--- src/rtl/trap_pkg.sv ---
// trap_pkg: shared constants for the trap entry sequencer.
// Assumes a 7-bit status word with the field layout given below.
package trap_pkg;
    localparam int ST_W        = 7;
    localparam int ST_SIE      = 0;
    localparam int ST_MIE      = 1;
    localparam int ST_SPIE     = 2;
    localparam int ST_MPIE     = 3;
    localparam int ST_SPP      = 4;
    localparam int ST_MPP_LO   = 5;

    localparam logic [1:0] PRIV_U = 2'd0;
    localparam logic [1:0] PRIV_S = 2'd1;
    localparam logic [1:0] PRIV_M = 2'd3;

    localparam int ECALL_BASE  = 8;

    // True for exception codes that carry an address in the trap value.
    function automatic logic carries_addr(input int unsigned code);
        case (code)
            0, 1, 4, 5, 6, 7, 12, 13, 15: carries_addr = 1'b1;
            default:                      carries_addr = 1'b0;
        endcase
    endfunction
endpackage

--- src/rtl/trap_route.sv ---
// trap_route: combinational routing of one trap request.
// Remaps the environment-call code, picks the delegation mask, decides the
// handling level and filters the trap value. Assumes CAUSE_W >= 4.
module trap_route
    import trap_pkg::*;
#(
    parameter int XLEN    = 32,
    parameter int CAUSE_W = 5
) (
    input  logic               intr_i,
    input  logic [CAUSE_W-1:0] cause_i,
    input  logic [XLEN-1:0]    addr_i,
    input  logic [1:0]         priv_i,
    input  logic [XLEN-1:0]    ideleg_i,
    input  logic [XLEN-1:0]    edeleg_i,
    output logic [CAUSE_W-1:0] code_o,
    output logic               to_s_o,
    output logic [XLEN-1:0]    tval_o
);
    localparam logic [CAUSE_W-1:0] ECALL_CODE = CAUSE_W'(ECALL_BASE);

    logic [XLEN-1:0] mask_sel;
    logic [XLEN-1:0] mask_shift;

    // Cause code rewrite: environment calls take the trapping privilege.
    always_comb begin
        if (!intr_i && cause_i == ECALL_CODE)
            code_o = ECALL_CODE + CAUSE_W'(priv_i);
        else
            code_o = cause_i;
    end

    // Delegation decision from the mask matching the trap kind.
    always_comb begin
        mask_sel   = intr_i ? ideleg_i : edeleg_i;
        mask_shift = mask_sel >> code_o;
        to_s_o     = (priv_i <= PRIV_S) && mask_shift[0];
    end

    // Trap value keeps the address only for address-related exceptions.
    always_comb begin
        if (!intr_i && carries_addr(int'(unsigned'(code_o))))
            tval_o = addr_i;
        else
            tval_o = '0;
    end
endmodule

--- src/rtl/trap_vector.sv ---
// trap_vector: handler entry address from a trap-vector register.
// VECTORED=1 adds 4*code for interrupts in mode 1; VECTORED=0 always uses
// the aligned base. Assumes XLEN > CAUSE_W + 2.
module trap_vector #(
    parameter int XLEN     = 32,
    parameter int CAUSE_W  = 5,
    parameter bit VECTORED = 1'b1
) (
    input  logic [XLEN-1:0]    tvec_i,
    input  logic               intr_i,
    input  logic [CAUSE_W-1:0] code_i,
    output logic [XLEN-1:0]    target_o
);
    localparam int PAD_W = XLEN - CAUSE_W - 2;

    logic [XLEN-1:0] base;

    // Align the base to a word boundary.
    always_comb base = {tvec_i[XLEN-1:2], 2'b00};

    generate
        if (VECTORED) begin : g_vec
            logic [XLEN-1:0] offset;
            // Per-cause offset for vectored interrupts.
            always_comb begin
                if (intr_i && tvec_i[1:0] == 2'b01)
                    offset = {{PAD_W{1'b0}}, code_i, 2'b00};
                else
                    offset = '0;
                target_o = base + offset;
            end
        end else begin : g_direct
            // Single entry point for every trap.
            always_comb target_o = base;
        end
    endgenerate
endmodule

--- src/rtl/trap_state.sv ---
// trap_state: architectural registers written on trap entry.
// Assumes exactly one trap per cycle; outputs hold between traps.
module trap_state
    import trap_pkg::*;
#(
    parameter int          XLEN     = 32,
    parameter int          CAUSE_W  = 5,
    parameter logic [31:0] RESET_PC = 32'h0000_1000
) (
    input  logic               clk,
    input  logic               rst_n,
    input  logic               trap_i,
    input  logic               intr_i,
    input  logic               to_s_i,
    input  logic [CAUSE_W-1:0] code_i,
    input  logic [XLEN-1:0]    tval_i,
    input  logic [XLEN-1:0]    pc_i,
    input  logic [1:0]         priv_i,
    input  logic [ST_W-1:0]    status_i,
    input  logic [XLEN-1:0]    target_i,
    input  logic               resv_set_i,
    output logic [1:0]         priv_o,
    output logic [XLEN-1:0]    pc_o,
    output logic [ST_W-1:0]    status_o,
    output logic [XLEN-1:0]    scause_o,
    output logic [XLEN-1:0]    sepc_o,
    output logic [XLEN-1:0]    stval_o,
    output logic [XLEN-1:0]    mcause_o,
    output logic [XLEN-1:0]    mepc_o,
    output logic [XLEN-1:0]    mtval_o,
    output logic               resv_valid_o
);
    localparam int GAP_W = XLEN - 1 - CAUSE_W;

    logic [XLEN-1:0] cause_word;
    logic [ST_W-1:0] status_next;

    // Cause register image: interrupt flag on top, code at the bottom.
    always_comb cause_word = {intr_i, {GAP_W{1'b0}}, code_i};

    // Stack enable and privilege at the handling level.
    always_comb begin
        status_next = status_i;
        if (to_s_i) begin
            status_next[ST_SPIE] = status_i[ST_SIE];
            status_next[ST_SPP]  = priv_i[0];
            status_next[ST_SIE]  = 1'b0;
        end else begin
            status_next[ST_MPIE] = status_i[ST_MIE];
            status_next[ST_MPP_LO+1:ST_MPP_LO] = priv_i;
            status_next[ST_MIE]  = 1'b0;
        end
    end

    // Privilege, PC and status registers.
    always_ff @(posedge clk) begin
        if (!rst_n) begin
            priv_o   <= PRIV_M;
            pc_o     <= XLEN'(RESET_PC);
            status_o <= '0;
        end else if (trap_i) begin
            priv_o   <= to_s_i ? PRIV_S : PRIV_M;
            pc_o     <= target_i;
            status_o <= status_next;
        end
    end

    // Supervisor trap registers.
    always_ff @(posedge clk) begin
        if (!rst_n) begin
            scause_o <= '0;
            sepc_o   <= '0;
            stval_o  <= '0;
        end else if (trap_i && to_s_i) begin
            scause_o <= cause_word;
            sepc_o   <= pc_i;
            stval_o  <= tval_i;
        end
    end

    // Machine trap registers.
    always_ff @(posedge clk) begin
        if (!rst_n) begin
            mcause_o <= '0;
            mepc_o   <= '0;
            mtval_o  <= '0;
        end else if (trap_i && !to_s_i) begin
            mcause_o <= cause_word;
            mepc_o   <= pc_i;
            mtval_o  <= tval_i;
        end
    end

    // Load reservation: a trap always wins over a new reservation.
    always_ff @(posedge clk) begin
        if (!rst_n)
            resv_valid_o <= 1'b0;
        else if (trap_i)
            resv_valid_o <= 1'b0;
        else if (resv_set_i)
            resv_valid_o <= 1'b1;
    end
endmodule

--- src/rtl/trap_entry_seq.sv ---
// trap_entry_seq: top of the trap entry sequencer.
// Routes a trap request, computes the handler address from the selected
// vector register and commits the new state on the next edge.
// Assumes at most one trap request per cycle.
module trap_entry_seq
    import trap_pkg::*;
#(
    parameter int          XLEN     = 32,
    parameter int          CAUSE_W  = 5,
    parameter bit          VECTORED = 1'b1,
    parameter logic [31:0] RESET_PC = 32'h0000_1000
) (
    input  logic               clk,
    input  logic               rst_n,
    input  logic               trap_valid_i,
    input  logic               trap_intr_i,
    input  logic [CAUSE_W-1:0] trap_cause_i,
    input  logic [XLEN-1:0]    trap_addr_i,
    input  logic [XLEN-1:0]    pc_i,
    input  logic [1:0]         priv_i,
    input  logic [6:0]         status_i,
    input  logic [XLEN-1:0]    ideleg_i,
    input  logic [XLEN-1:0]    edeleg_i,
    input  logic [XLEN-1:0]    stvec_i,
    input  logic [XLEN-1:0]    mtvec_i,
    input  logic               resv_set_i,
    output logic [1:0]         priv_o,
    output logic [XLEN-1:0]    pc_o,
    output logic [6:0]         status_o,
    output logic [XLEN-1:0]    scause_o,
    output logic [XLEN-1:0]    sepc_o,
    output logic [XLEN-1:0]    stval_o,
    output logic [XLEN-1:0]    mcause_o,
    output logic [XLEN-1:0]    mepc_o,
    output logic [XLEN-1:0]    mtval_o,
    output logic               resv_valid_o
);
    logic [CAUSE_W-1:0] code;
    logic               to_s;
    logic [XLEN-1:0]    tval;
    logic [XLEN-1:0]    tvec_sel;
    logic [XLEN-1:0]    target;

    trap_route #(.XLEN(XLEN), .CAUSE_W(CAUSE_W)) u_route (
        .intr_i   (trap_intr_i),
        .cause_i  (trap_cause_i),
        .addr_i   (trap_addr_i),
        .priv_i   (priv_i),
        .ideleg_i (ideleg_i),
        .edeleg_i (edeleg_i),
        .code_o   (code),
        .to_s_o   (to_s),
        .tval_o   (tval)
    );

    // Vector register of the handling level.
    always_comb tvec_sel = to_s ? stvec_i : mtvec_i;

    trap_vector #(.XLEN(XLEN), .CAUSE_W(CAUSE_W), .VECTORED(VECTORED)) u_vec (
        .tvec_i   (tvec_sel),
        .intr_i   (trap_intr_i),
        .code_i   (code),
        .target_o (target)
    );

    trap_state #(.XLEN(XLEN), .CAUSE_W(CAUSE_W), .RESET_PC(RESET_PC)) u_state (
        .clk          (clk),
        .rst_n        (rst_n),
        .trap_i       (trap_valid_i),
        .intr_i       (trap_intr_i),
        .to_s_i       (to_s),
        .code_i       (code),
        .tval_i       (tval),
        .pc_i         (pc_i),
        .priv_i       (priv_i),
        .status_i     (status_i),
        .target_i     (target),
        .resv_set_i   (resv_set_i),
        .priv_o       (priv_o),
        .pc_o         (pc_o),
        .status_o     (status_o),
        .scause_o     (scause_o),
        .sepc_o       (sepc_o),
        .stval_o      (stval_o),
        .mcause_o     (mcause_o),
        .mepc_o       (mepc_o),
        .mtval_o      (mtval_o),
        .resv_valid_o (resv_valid_o)
    );

    // the reserved privilege encoding never reaches the output.
    p_no_priv2_r10: assert property (@(posedge clk) disable iff (!rst_n)
        priv_o != 2'd2);

    // delegation only below machine level.
    p_deleg_gate_r2: assert property (@(posedge clk) disable iff (!rst_n)
        (trap_valid_i && priv_i == PRIV_M) |-> !to_s);

    // a delegated trap lands in supervisor mode.
    p_deleg_priv_r10: assert property (@(posedge clk) disable iff (!rst_n)
        (trap_valid_i && to_s) |=> priv_o == PRIV_S);

    // machine exception PC captures the trapping PC.
    p_mepc_r5: assert property (@(posedge clk) disable iff (!rst_n)
        (trap_valid_i && !to_s) |=> mepc_o == $past(pc_i));

    // the handling level's enable is cleared.
    p_sie_clear_r3: assert property (@(posedge clk) disable iff (!rst_n)
        (trap_valid_i && to_s) |=> !status_o[ST_SIE]);

    // a trap drops the reservation.
    p_resv_drop_r9: assert property (@(posedge clk) disable iff (!rst_n)
        trap_valid_i |=> !resv_valid_o);

    // no trap, no change in privilege or PC.
    p_hold_r11: assert property (@(posedge clk) disable iff (!rst_n)
        !trap_valid_i |=> ($stable(priv_o) && $stable(pc_o)));
endmodule

--- config.mk ---
export PLATFORM = sky130hd
export DESIGN_NAME = trap_entry_seq
export DESIGN_NICKNAME = d
export VERILOG_FILES = /design/src/rtl/trap_pkg.sv /design/src/rtl/trap_route.sv /design/src/rtl/trap_vector.sv /design/src/rtl/trap_state.sv /design/src/rtl/trap_entry_seq.sv
export SDC_FILE = /design/constraint.sdc
export NUM_CORES = 1
export LEC_CHECK = 0
export BUFFER_PORTS_ARGS = -buffer_cell sky130_fd_sc_hd__buf_2
export CAP_MARGIN = 10
export CORE_AREA = 2 2 173 175
export CTS_BUF_LIST = sky130_fd_sc_hd__clkbuf_4
export DETAILED_ROUTE_END_ITERATION = 8
export DIE_AREA = 0 0 175 177
export GPL_TIMING_DRIVEN = 0
export PLACE_DENSITY = 0.71
export SLEW_MARGIN = 25
export SYNTH_ARGS = -nofsm -noshare
export SYNTH_HDL_FRONTEND = slang
export SYNTH_SLANG_ARGS = --single-unit
--- constraint.sdc ---
create_clock -name clk -period 7.4 [get_ports clk]
set_clock_uncertainty 0.05 [all_clocks]
set_input_delay 0.37 -clock clk [delete_from_list [all_inputs] [get_ports clk]]
set_output_delay 0.37 -clock clk [all_outputs]
set_load 0.01 [all_outputs]
After elaboration in Yosys (flattened, before gate mapping)
Memory sizes are Yosys's and may differ from the RTL's.
Cells that the tools add are included.
{"block": "word_totals", "n_memories": 1, "out_inout_bits": 234, "inputBits": 211, "register_bits": 182, "wordCells": 40, "romBits": 16}
{"block": "classes", "n_addsub": 2, "shifts": 1, "eq_ne": 2, "reduce_logical": 9, "n_lt_le_gt_ge": 1, "mux": 13, "bitwise_logic": 1}
{"name": "(no name shown)", "depth": 16, "width": 1, "read_ports": 1, "rd_clocked_by_memory_dff": 0, "wr": 0, "line_no": "trap_pkg.sv:20", "rtl": "case (code)"}
{"cell": "$mux 32", "count": 3}
{"cell": "$add 32x7->32", "count": 1}
{"cell": "$shr 32x5->1", "count": 1}
{"cell": "$mux 7", "count": 1}
{"cell": "$logic_and 1x1->1", "count": 6}
{"cell": "$mux 1", "count": 6}
{"cell": "$add 4x2->5 const A", "count": 1}
{"cell": "$eq 5x4->1 const B", "count": 1}
{"cell": "$mux 5", "count": 1}
{"cell": "$mux 2", "count": 2}
{"cell": "$eq 2x1->1 const B", "count": 1}
{"cell": "$le 2x1->1 const B", "count": 1}
{"cell": "$logic_not 1->1", "count": 2}
{"cell": "$reduce_or 2->1", "count": 1}
{"cell": "$not 1->1", "count": 1}

Depth between registers and ports, before layout
{"block": "depth", "depth_word": 10, "depth_mapped": 25, "depth_no_buf": 21}

Cells and area by module
From an unflattened synthesis, not the netlist that was laid out.
{"block": "hier_totals", "hier_cells": 1112, "hier_area_um2": 9527.9}
{"mod": "trap_state", "cells_each": 807, "area_each_um2": 7175.6, "n_inst": 1, "seq_area_each_um2": 3623.5}
{"mod": "trap_route", "cells_each": 141, "area_each_um2": 937.1, "n_inst": 1, "seq_area_each_um2": 0.0}
{"mod": "trap_vector", "cells_each": 128, "area_each_um2": 870.8, "n_inst": 1, "seq_area_each_um2": 0.0}
{"mod": "trap_entry_seq", "cells_each": 36, "area_each_um2": 544.3, "n_inst": 1, "seq_area_each_um2": 0.0}

Worst setup path before layout
Ideal clock, no wire load.
{"block": "synth_path", "kind": "input to register", "from": "input trap_intr_i", "to": "register u_state.pc_o[22]", "path_stages": 23, "setup_ns": 0.117, "t_arrival_ns": 4.865, "path_buffers": 4, "required_time_ns": 7.233, "slack_ns": 2.369, "path_cell_list": "buf_2 nor4b_4 a21oi_2 mux2_2 a2111oi_0 a2111oi_0 a211oi_1 buf_4 buf_4 buf_4 mux2_2 ha_1 inv_1 fa_1 nor2b_1 o21a_1 o21ai_0 a211oi_1 and3_1 xnor2_1 mux2i_1 mux2i_1 nor2b_1"}
{"block": "synth_via", "elab_chain_len": 10, "word_cells_on_any_way": 11, "classes_between": "add/sub: 1; eq/ne: 1; shift: 1; mux: 4; reduce/logical: 4"}
{"element": "start, declared", "line_no": "trap_entry_seq.sv:16", "rtl": "input logic trap_intr_i,"}
{"element": "$logic_not 1->1", "line_no": "trap_route.sv:27", "rtl": "if (!intr_i && cause_i == ECALL_CODE)"}
{"element": "$logic_and 1x1->1", "line_no": "trap_route.sv:27"}
{"element": "$mux 5", "line_no": "trap_route.sv:27"}
{"element": "$shr 32x5->1", "line_no": "trap_route.sv:36", "rtl": "mask_shift = mask_sel >> code_o;"}
{"element": "$logic_and 1x1->1", "line_no": "trap_route.sv:37", "rtl": "to_s_o = (priv_i <= PRIV_S) && mask_shift[0];"}
{"element": "$mux 32", "line_no": "trap_entry_seq.sv:57", "rtl": "always_comb tvec_sel = to_s ? stvec_i : mtvec_i;"}
{"element": "$eq 2x1->1", "line_no": "trap_vector.sv:26", "rtl": "if (intr_i && tvec_i[1:0] == 2'b01)"}
{"element": "$logic_and 1x1->1", "line_no": "trap_vector.sv:26"}
{"element": "$mux 7", "line_no": "trap_vector.sv:26"}
{"element": "$add 32x7->32 (*)", "line_no": "trap_vector.sv:30", "rtl": "target_o = base + offset;"}
{"element": "end signal, assigned", "line_no": "trap_state.sv:59", "rtl": "pc_o <= XLEN'(RESET_PC);"}
{"element": "end signal, assigned", "line_no": "trap_state.sv:63", "rtl": "pc_o <= target_i;"}
{"element": "end, declared", "line_no": "trap_state.sv:23", "rtl": "output logic [XLEN-1:0] pc_o,"}
Mark *: on every way between the ends. The rest lies on a longest branch, timed or not.
A chain may end at the register's enable or synchronous reset.

Worst setup path in the final report
{"block": "layout_path", "from": "input trap_cause_i[4]", "to": "register u_state.pc_o[19]"}
{"block": "layout_via", "elab_chain_len": 10}
{"element": "start, declared", "line_no": "trap_entry_seq.sv:17", "rtl": "input logic [CAUSE_W-1:0] trap_cause_i,"}
{"element": "$eq 5x4->1", "line_no": "trap_route.sv:27"}
{"element": "$logic_and 1x1->1", "line_no": "trap_route.sv:27"}
{"element": "$mux 5 (*)", "line_no": "trap_route.sv:27"}
{"element": "$shr 32x5->1", "line_no": "trap_route.sv:36"}
{"element": "$logic_and 1x1->1", "line_no": "trap_route.sv:37"}
{"element": "$mux 32", "line_no": "trap_entry_seq.sv:57"}
{"element": "$eq 2x1->1", "line_no": "trap_vector.sv:26"}
{"element": "$logic_and 1x1->1", "line_no": "trap_vector.sv:26"}
{"element": "$mux 7", "line_no": "trap_vector.sv:26"}
{"element": "$add 32x7->32 (*)", "line_no": "trap_vector.sv:30"}
Marks and branches as above.

==> metrics <==
status complete, no violations; total of warnings raised by yosys 0; Die Width 175 um; number of flops mapped to enable cells by yosys 0; via count of the first global-routing pass 9575; main area contributors after synthesis dfxtp_1 38%, nand2_1 10%, a21boi_1 6.9%, mux2i_1 6.5%, nand3_1 4.9%; core area between 0.02 and 0.03 sq mm; Worst setup EP type flip-flop; fin. max-slew vios 0; overall track demand over capacity in global routing around 23%; Slew Limit Headroom 41.1%; Detail Route Antenna Nets 0; placer's final routability congestion estimate 0.965; area fraction in compound gates after synthesis 17.1%; most frequent cell after synthesis nand2_1; area share of the largest cell type after synthesis between 30% and 40%; antenna violations before repair 2; number of placement rows 63; fin nets 1859; multiplexer fraction of the synthesized cell area 8.96%; CP Launch Type input port; summed area of non-filler cells in the final layout 0.0129 sq mm; Iter 0 DRT Violations 474; buffer levels on the longest clock path 2; DRC viols 0; power density relative to cell area 165 mW/mm^2; Synth Area in Simple Gates between 20% and 30%; number of flip-flops and latches in the synthesized netlist 179; clock latency reported for the late side of the worst-skew pair 0.55 ns; predominant post-synthesis flop cell dfxtp_1; Min Clock Period, post-route slightly below 6 ns; adder-cell area share of the yosys netlist 0.885%; y dimension of the die 177 um; Cell Area, Placed 0.0120 sq mm; final sum of negative setup slack 0 ns; XOR/XNOR Fraction of Synth Area 4.51%; start-to-end type of the worst setup path in2reg; vias after detailed routing 9724; Max Freq 168 MHz; Routed wire per std cell ~18 um; wire length of the first global-routing pass 54.5 mm; peak per-stage delay on the critical path 0.72 ns; starting density of the core 31.9%; Root Buffer Master clkbuf_4; final-report hold violation count 0; Critical Path AT 6.35 ns; top-level port count 445; Synth async-reset ratio 0%; number of distinct library cells after synthesis 55; leakage power summed over all cells between 6 and 7 nW; worst-case vdd ir drop 0.000106 V; global route overflow 0; First-pass DRT Iterations 5; Fillers 2971; total chip power roughly 0.0021 W; sequential area share after synthesis 38.4%; fin crit share between 80% and 90%; slew of the pin with the lowest slew margin approximately 0.88 ns; total number of clock tree sinks ~180; synthesized area divided by synthesized cell count 8.34 sq um; top post-synthesis cells by count 249 x nand2_1, 179 x dfxtp_1, 92 x nand3_1; final wirelength roughly 36 mm; via-per-instance ratio 4.75; count of input and output buffers 384; Crit path required time 7.82 ns; Final setup violation count 0; min-delay worst type in2reg; worst-path cell chain clkbuf_1, nor4b_4, a21oi_1, mux4_2, o21ai_0, o221ai_1, a211oi_1, buf_4, buf_4, buf_4, mux2_2, ha_1, a21o_1, a21oi_1, o21bai_1, a21oi_1, nor3_1, nand2_1, xor2_1, mux2i_1, a31o_2; Inst Count DP 1948; clock tree from TritonCTS built; main combinational cell family by area after synthesis simple AND/OR/NAND/NOR gates; max-capacitance violation count 0; slowest CP cell a21oi_1; maximum fanout along the worst path 10; die area 0.0310 sq mm; maximum number of pins on one net before global-route repair 20; post-synthesis instance area 0.00933 sq mm; Area Growth Syn to Fin 38.3%; cts bufs inserted 17; post-route insts no fill between 2000 and 2500; setup repair after global routing missed its margin no; fraction of final layout cells with drive strength greater than 1 31.4%; number of H-tree levels 4; cell type with the highest aggregate area in the netlist dfxtp_1; HPWL Detailed 28.4 mm; register clock-pin slew on the reported worst setup and hold paths approximately 0.16 ns; number of instances in the synthesized netlist 1119
## cells by family after synthesis
kind of cell,after synthesis
adder cells (fa/ha/maj),6
flip-flops,179
XOR/XNOR,48
buffers and inverters,148
AND/OR/NAND/NOR,443
other,2
AO/OA/AOI/OAI,217
multiplexers,76
## where the power goes
part / leakage [nW] / total (W) / internal (W) / switching (W)
Clock: 0.154 / 0.000579 / 0.000157 / 0.000423
Sequential: 1.46 / 0.00103 / 0.00101 / 0.0000239
Combinational: 4.50 / 0.000510 / 0.000222 / 0.000287
## worst paths after layout
check | from | end | slack [ns] | depth (start not counted)
worst max-delay path | trap_cause_i[4] | u_state.pc_o[19] | 1.46 | 21
worst min-delay path | status_i[0] | u_state.status_o[0] | 0.07 | 3
worst max register to register | u_state.pc_o[19] | u_state.pc_o[19] | 6.52 | 2
worst min register to register | u_state.mepc_o[20] | u_state.mepc_o[20] | 0.41 | 2
## metrics by stage
stage | worst slack [ns] | utilization (%) | hold WS (ns)
2_1_floorplan | 2.37 | - | 0.429
5_1_grt | 1.13 | 44.1 | 0.0316
6_report | 1.46 | 44.1 | 0.0670
3_5_place_dp | 0.904 | 40.9 | 0.392
4_1_cts | 1.52 | 44.1 | 0.00296
3_3_place_gp | 0.913 | 40.8 | 0.387
## layer usage
layer | GRT usage, % | up-vias | routed length (um)
met5 | 0 | - | 0
met4 | 7.85 | 0 | 991
met3 | 7.09 | 67 | 3040
met2 | 40.1 | 450 | 17500
met1 | 26.2 | 4454 | 14800
li1 | - | 4753 | -
## flip-flops by register name, indices dropped and copies added (netlist names)
signal and flops:
u_state.resv_valid_o 1, u_state.pc_o 30, u_state.mepc_o 32, u_state.priv_o 1, u_state.mcause_o 6, u_state.sepc_o 32, u_state.mtval_o 32, u_state.scause_o 6
u_state.stval_o 32, u_state.status_o 7
## final cells by class
| class | count | area (sq um) | share of cell area (%) |
|---|---|---|---|
| multi-input cells | 845 | 5140 | 39.8 |
| flip-flops and latches | 179 | 3580 | 27.8 |
| repair buffers | 451 | 2580 | 20.0 |
| plain buffers | 132 | 757 | 5.86 |
| well taps | 390 | 488 | 3.78 |
| clock inverters | 15 | 170 | 1.32 |
| clock buffers | 17 | 128 | 0.989 |
| inverters | 16 | 60.1 | 0.465 |
| diodes | 1 | 2.50 | 0.0194 |
## cells in the final DEF, fill, tap and decap left out, drive strengths merged, types with 9 or more instances in the layout
| master | count |
|---|---|
| buf | 471 |
| nand2 | 249 |
| dfxtp | 179 |
| a21boi | 138 |
| nand3 | 92 |
| dlygate4sd3 | 65 |
| clkbuf | 64 |
| mux2i | 61 |
| conb | 55 |
| nor2b | 27 |
| nor2 | 25 |
| xnor2 | 24 |
| xor2 | 24 |
| inv | 21 |
| and3 | 19 |
| a21oi | 17 |
| o21ai | 15 |
| mux2 | 10 |
| o211a | 10 |
| nor3 | 10 |
| clkinv | 9 |
## critical path, delay by kind of cell
kind / cells / cell delay (ns)
XOR/XNOR: 1 / 0.28
adder cells (fa/ha/maj): 1 / 0.20
multiplexers: 3 / 0.90
AO/OA/AOI/OAI: 9 / 2.76
buffers and inverters: 4 / 1.23
AND/OR/NAND/NOR: 3 / 0.58
## timing repair
action,CTS,global route
setup endpoints to repair,0,0
resized for setup,0,0
buffers inserted,0,0
hold buffers,64,1
hold endpoints to repair,123,1
(Power assumes the default switching activity.)
